File: src/rtl/txec_pkg.sv
package txec_pkg;
    localparam int CTRL_W   = 8;
    localparam int ARM_BIT  = 0;
    localparam int FIFO_BIT = 1;
    localparam int BYP_BIT  = 2;
    localparam int MID_BIT  = 3;
    localparam int N_CHAN   = 2;
    localparam int CH_TX    = 0;
    localparam int CH_EC    = 1;

    typedef enum logic [1:0] {
        ST_IDLE   = 2'd0,
        ST_EXP_TX = 2'd1,
        ST_EXP_EC = 2'd2
    } steer_state_t;
endpackage

File: src/rtl/txec_ctrl_reg.sv
module txec_ctrl_reg
    import txec_pkg::*;
(
    input  logic              clk,
    input  logic              rst_n,
    input  logic              host_wr,
    input  logic [CTRL_W-1:0] host_wdata,
    input  logic              one_wen,
    output logic [CTRL_W-1:0] host_rdata,
    output logic              arm,
    output logic              fifo_bit,
    output logic              byp_bit,
    output logic              mid_bit
);
    localparam int STORE_LO = FIFO_BIT;
    localparam int STORE_HI = MID_BIT;
    localparam int STORE_W  = STORE_HI - STORE_LO + 1;

    logic [STORE_W-1:0] store_q;

    always_ff @(posedge clk) begin
        if (!rst_n) begin
            store_q <= '0;
        end else if (host_wr) begin
            store_q <= host_wdata[STORE_HI:STORE_LO];
        end
    end

    always_comb begin
        arm = host_wr && host_wdata[ARM_BIT] && one_wen;
        host_rdata = '0;
        host_rdata[STORE_HI:STORE_LO] = store_q;
        fifo_bit = store_q[FIFO_BIT-STORE_LO];
        byp_bit  = store_q[BYP_BIT-STORE_LO];
        mid_bit  = store_q[MID_BIT-STORE_LO];
    end


    hold_chk: assert property (@(posedge clk) disable iff (!rst_n)
        !host_wr |=> $stable(host_rdata));
endmodule

File: src/rtl/txec_steer_fsm.sv
module txec_steer_fsm
    import txec_pkg::*;
#(
    parameter int DATA_W = 16
) (
    input  logic              clk,
    input  logic              rst_n,
    input  logic              arm,
    input  logic              wr_stb,
    input  logic [DATA_W-1:0] wr_data,
    output logic              tx_valid,
    output logic [DATA_W-1:0] tx_data,
    output logic              ec_valid,
    output logic [DATA_W-1:0] ec_data
);
    steer_state_t state_q, state_d;
    logic [N_CHAN-1:0]  load;
    logic [N_CHAN-1:0]  vld_q;
    logic [DATA_W-1:0]  dat_q [N_CHAN];

    always_ff @(posedge clk) begin
        if (!rst_n) state_q <= ST_IDLE;
        else        state_q <= state_d;
    end

    always_comb begin
        state_d = state_q;
        load    = '0;
        if (arm) begin
            state_d = ST_EXP_TX;
        end else begin
            unique case (state_q)
                ST_IDLE: state_d = ST_IDLE;
                ST_EXP_TX: if (wr_stb) begin
                    load[CH_TX] = 1'b1;
                    state_d = ST_EXP_EC;
                end
                ST_EXP_EC: if (wr_stb) begin
                    load[CH_EC] = 1'b1;
                    state_d = ST_EXP_TX;
                end
                default: state_d = ST_IDLE;
            endcase
        end
    end

    for (genvar c = 0; c < N_CHAN; c++) begin : g_chan
        always_ff @(posedge clk) begin
            if (!rst_n) begin
                vld_q[c] <= 1'b0;
                dat_q[c] <= '0;
            end else begin
                vld_q[c] <= load[c];
                if (load[c]) dat_q[c] <= wr_data;
            end
        end
    end

    assign tx_valid = vld_q[CH_TX];
    assign ec_valid = vld_q[CH_EC];
    assign tx_data  = dat_q[CH_TX];
    assign ec_data  = dat_q[CH_EC];


    idle_quiet_chk: assert property (@(posedge clk) disable iff (!rst_n)
        (state_q == ST_IDLE) |=> (!tx_valid && !ec_valid));

    tx_load_chk: assert property (@(posedge clk) disable iff (!rst_n)
        (state_q == ST_EXP_TX && wr_stb && !arm) |=> (tx_valid && tx_data == $past(wr_data)));

    alt_tx_chk: assert property (@(posedge clk) disable iff (!rst_n)
        tx_valid |-> (state_q == ST_EXP_EC || $past(arm)));

    alt_ec_chk: assert property (@(posedge clk) disable iff (!rst_n)
        ec_valid |-> (state_q == ST_EXP_TX));

    arm_drop_chk: assert property (@(posedge clk) disable iff (!rst_n)
        arm |=> (!tx_valid && !ec_valid && state_q == ST_EXP_TX));
endmodule

File: src/rtl/txec_steer.sv
module txec_steer
    import txec_pkg::*;
#(
    parameter int DATA_W = 16
) (
    input  logic              clk,
    input  logic              rst_n,
    input  logic              host_wr,
    input  logic [7:0]        host_wdata,
    output logic [7:0]        host_rdata,
    input  logic              one_wen,
    input  logic              ec_pwrdn,
    input  logic              wr_stb,
    input  logic [DATA_W-1:0] wr_data,
    output logic              tx_valid,
    output logic [DATA_W-1:0] tx_data,
    output logic              ec_valid,
    output logic [DATA_W-1:0] ec_data,
    output logic              fifo_en,
    output logic              ec_hpf_bypass,
    output logic              ec_midsup_hold
);
    logic arm, mid_bit;

    txec_ctrl_reg u_reg (
        .clk        (clk),
        .rst_n      (rst_n),
        .host_wr    (host_wr),
        .host_wdata (host_wdata),
        .one_wen    (one_wen),
        .host_rdata (host_rdata),
        .arm        (arm),
        .fifo_bit   (fifo_en),
        .byp_bit    (ec_hpf_bypass),
        .mid_bit    (mid_bit)
    );

    txec_steer_fsm #(.DATA_W(DATA_W)) u_fsm (
        .clk      (clk),
        .rst_n    (rst_n),
        .arm      (arm),
        .wr_stb   (wr_stb),
        .wr_data  (wr_data),
        .tx_valid (tx_valid),
        .tx_data  (tx_data),
        .ec_valid (ec_valid),
        .ec_data  (ec_data)
    );

    assign ec_midsup_hold = mid_bit && ec_pwrdn;


    midsup_chk: assert property (@(posedge clk) disable iff (!rst_n)
        ec_midsup_hold |-> ec_pwrdn);

    one_chan_chk: assert property (@(posedge clk) disable iff (!rst_n)
        !(tx_valid && ec_valid));
endmodule

File: config.mk
export PLATFORM = sky130hd
export DESIGN_NAME = txec_steer
export DESIGN_NICKNAME = d
export VERILOG_FILES = /design/src/rtl/txec_pkg.sv /design/src/rtl/txec_ctrl_reg.sv /design/src/rtl/txec_steer_fsm.sv /design/src/rtl/txec_steer.sv
export SDC_FILE = /design/constraint.sdc
export NUM_CORES = 1
export LEC_CHECK = 0
export ABC_AREA = 1
export BUFFER_PORTS_ARGS = -buffer_cell sky130_fd_sc_hd__buf_2
export CAP_MARGIN = 10
export CORE_MARGIN = 2
export CORE_UTILIZATION = 50
export DETAILED_ROUTE_END_ITERATION = 10
export GPL_TIMING_DRIVEN = 0
export PLACE_DENSITY = 0.84
export RECOVER_POWER = 50
export SLEW_MARGIN = 5
export SYNTH_ARGS = -nofsm -noshare
export SYNTH_HDL_FRONTEND = slang
export SYNTH_SLANG_ARGS = --single-unit
File: constraint.sdc
create_clock -name clk -period 2.5 [get_ports clk]
set_input_delay 0.5 -clock clk [delete_from_list [all_inputs] [get_ports clk]]
set_output_delay 0.5 -clock clk [all_outputs]
set_load 0.05 [all_outputs]
==> out/results.ini <==
[run_status]
outcome = completed

[floorplanning]
row_count = 21
coreArea_mm2 = 0.00331
die_area_mm2 = 0.00388
io-pin-count = 75
die_height_um = 62.3
die_w_um = 62.3
start_util_pct = 51.3

[power]
powerDensity_mw_per_mm2 = 614
power_frac_clock_pct = 22.9
switching_share_pct = 29.1
finalPower_uw = 1250
p_switching_uw = 365
leakage_uw = 0.000890
seqPwrFrac_pct = 58.7
peakVddDrop_mv = 0.350
p_int_uw = 888
p_comb_share_pct = 18.4

[critical_path]
reg2reg_from = u_fsm.state_q[0]$_SDFFE_PN0P_
regToRegEndpoint = u_fsm.dat_q[1][2]$_SDFFCE_PN0P_
worstSetupPathType = register to register
r2r_cells = 4
arrival_ns = 1.74
worst_setup_path_end_kind = register
start_kind = register
worst-endpoint-required_ns = 2.56
cp-startpoint = u_fsm.state_q[0]$_SDFFE_PN0P_
crit_path_end = u_fsm.dat_q[1][2]$_SDFFCE_PN0P_
rrSetupSlack_ns = 0.83
cp_max_fo = 10

[timing]
fin_crit_ns = 1.67
slew_viol_final = 0
final.setup_skew_ns = 0.00822
slew_headroom_pct = 53.8
grt_setup_unrepaired = false
fin_crit_sh_pct = 67.0
fin_tns_setup_ns = 0
final-hold-violation-count = 0
tightestPinTransition_ns = 0.691
setup_viol = 0
fmax_ghz = 0.597

[placement]
hpwl_mm = 2.11
place_inst = 247
placed_area_mm2 = 0.00210
port_buffers = 65
gp_congestion = 0.788

[layout]
post-route-util_pct = 61.7
layout.nets = 238
drive_above_1_share_pct = 35.4
n_antenna_cell = 0
layoutNonFillerInstCount = 255
area_delta_synth_final_pct = 20.3
stdcell_area_mm2 = 0.00204

[clock_network]
cts_htree_levels = 2
cts_hold_buf = 0
postCtsSetupBuffers = 0
clock_latency_ns = 0.33
cts_made_buffers = 5
cts.sinks = 39
cts-resized-gates = 0
cts_root_buf = clkbuf_4
cts.clk_slew.worst_paths_ns = 0.10
clockBufferDepth = 2
cts_tree = yes

[synth]
synth_edf_count = 32
ys_ff_latch = 39
synthCells = 132
seq_area_frac_synth_pct = 64.8
synthArstFlopShare_pct = 0
synth_top_area_share_pct = 56.6
yosys-top-cells-area = edfxtp_1, nor3_2, dfxtp_1
yosysMostFrequentCell = edfxtp_1
yosys_warnings = 0
synth_common_cells = edfxtp_1, inv_1, nor3_2
synth_top_flop_cell = edfxtp_1
synth_largest_area_cell = edfxtp_1
syn-cell-area_mm2 = 0.00170
avgSynthCellArea_um2 = 12.9
synth_cell_type_count = 17

[route]
wire_per_inst_um = 11.3
highest_layer = met4
wl_met2_mm = 1.36
wl_mm = 2.88
drt-met1-wl_mm = 1.28
vias = 1147
ant_nets = 0
drt_iter0_markers = 40
wl_met3_um = 237
via_per_inst = 4.50
first_pass_iters = 4
drcViolationCount = 0

[global_route]
grt_pass1_vias = 1051
antenna_found_initial = 0
overflow = 0
grtUsageTotal_pct = 15.5
grt_first_pass_wirelength_mm = 4.59
grt_max_degree = 17

[min_path]
hold_class = input port to register

[run]
max_cap_violations = 0

==> layout make-up <==
type,count,area [um2]
multi-input cells,62,363
clock buffers,8,48.8
flip-flops and latches,39,1100
inverters,22,82.6
fillers,292,1270
repair buffers,65,304
plain buffers,13,86.3
well taps,46,57.6
==> worst min-delay path by stage <==
stage                                         end  cells past startpoint                     startpoint  slack [ns]
floorplan           u_reg.store_q[2]$_SDFFE_PN0P_                      2  u_reg.store_q[2]$_SDFFE_PN0P_        0.49
global placement    u_reg.store_q[0]$_SDFFE_PN0P_                      2  u_reg.store_q[0]$_SDFFE_PN0P_        0.51
detailed placement  u_reg.store_q[1]$_SDFFE_PN0P_                      2  u_reg.store_q[1]$_SDFFE_PN0P_        0.53
CTS                 u_reg.store_q[1]$_SDFFE_PN0P_                      3                  host_wdata[2]        0.38
global route        u_reg.store_q[1]$_SDFFE_PN0P_                      3                  host_wdata[2]        0.37
finish              u_reg.store_q[0]$_SDFFE_PN0P_                      3                  host_wdata[1]        0.39
==> worst max-delay path, cell delays in order (launching register included) <==
cell and delay [ns]:
dfxtp_1 0.43, inv_1 0.10, nand3_1 0.28, clkbuf_1 0.48, nor3_1 0.12
==> power by group through the flow <==
stage	Clock (uW)	Combinational (uW)	Sequential [uW]
after floorplan	0	94.8	839
after global placement	0	242	751
after detailed placement	0	243	751
after CTS	297	244	736
after global routing	320	243	740
final	287	230	736
==> cell families after synthesis <==
logic type             after synthesis  synth area share, %
AOI/OAI and AO/OA                    4                 1.40
other                                1                0.221
buffers and inverters               35                 11.7
DFF                                 39                 64.8
and+or+nand+nor                     53                 21.8
==> cells in the final DEF, fill, tap and decap left out, drive strengths merged <==
| cell | n |
|---|---|
| nand4 | 2 |
| nand3 | 6 |
| a21oi | 1 |
| dfxtp | 7 |
| edfxtp | 32 |
| clkbuf | 29 |
| nor2 | 8 |
| conb | 5 |
| inv | 22 |
| nand2 | 5 |
| nor3 | 32 |
| buf | 57 |
| o21ai | 3 |
==> flip-flops by register name, indices dropped and copies added (netlist names) <==
| register | cells |
|---|---|
| u_reg.store_q | 3 |
| u_fsm.dat_q | 32 |
| u_fsm.tx_valid | 1 |
| u_fsm.ec_valid | 1 |
| u_fsm.state_q | 2 |
==> stage by stage <==
step,hold WS [ns],setup slack [ns]
floorplan,0.486,1.03
global placement,0.514,0.718
detailed placement,0.531,0.703
CTS,0.378,0.919
global route,0.373,0.662
finish,0.393,0.826
==> per-layer routing <==
metal  track usage (%)  up-vias
met5                 0        -
met4              5.83        0
met3              6.70        2
met2              25.1       47
met1              18.6      509
li1                  -      589
Power figures use the tool's default switching activity.
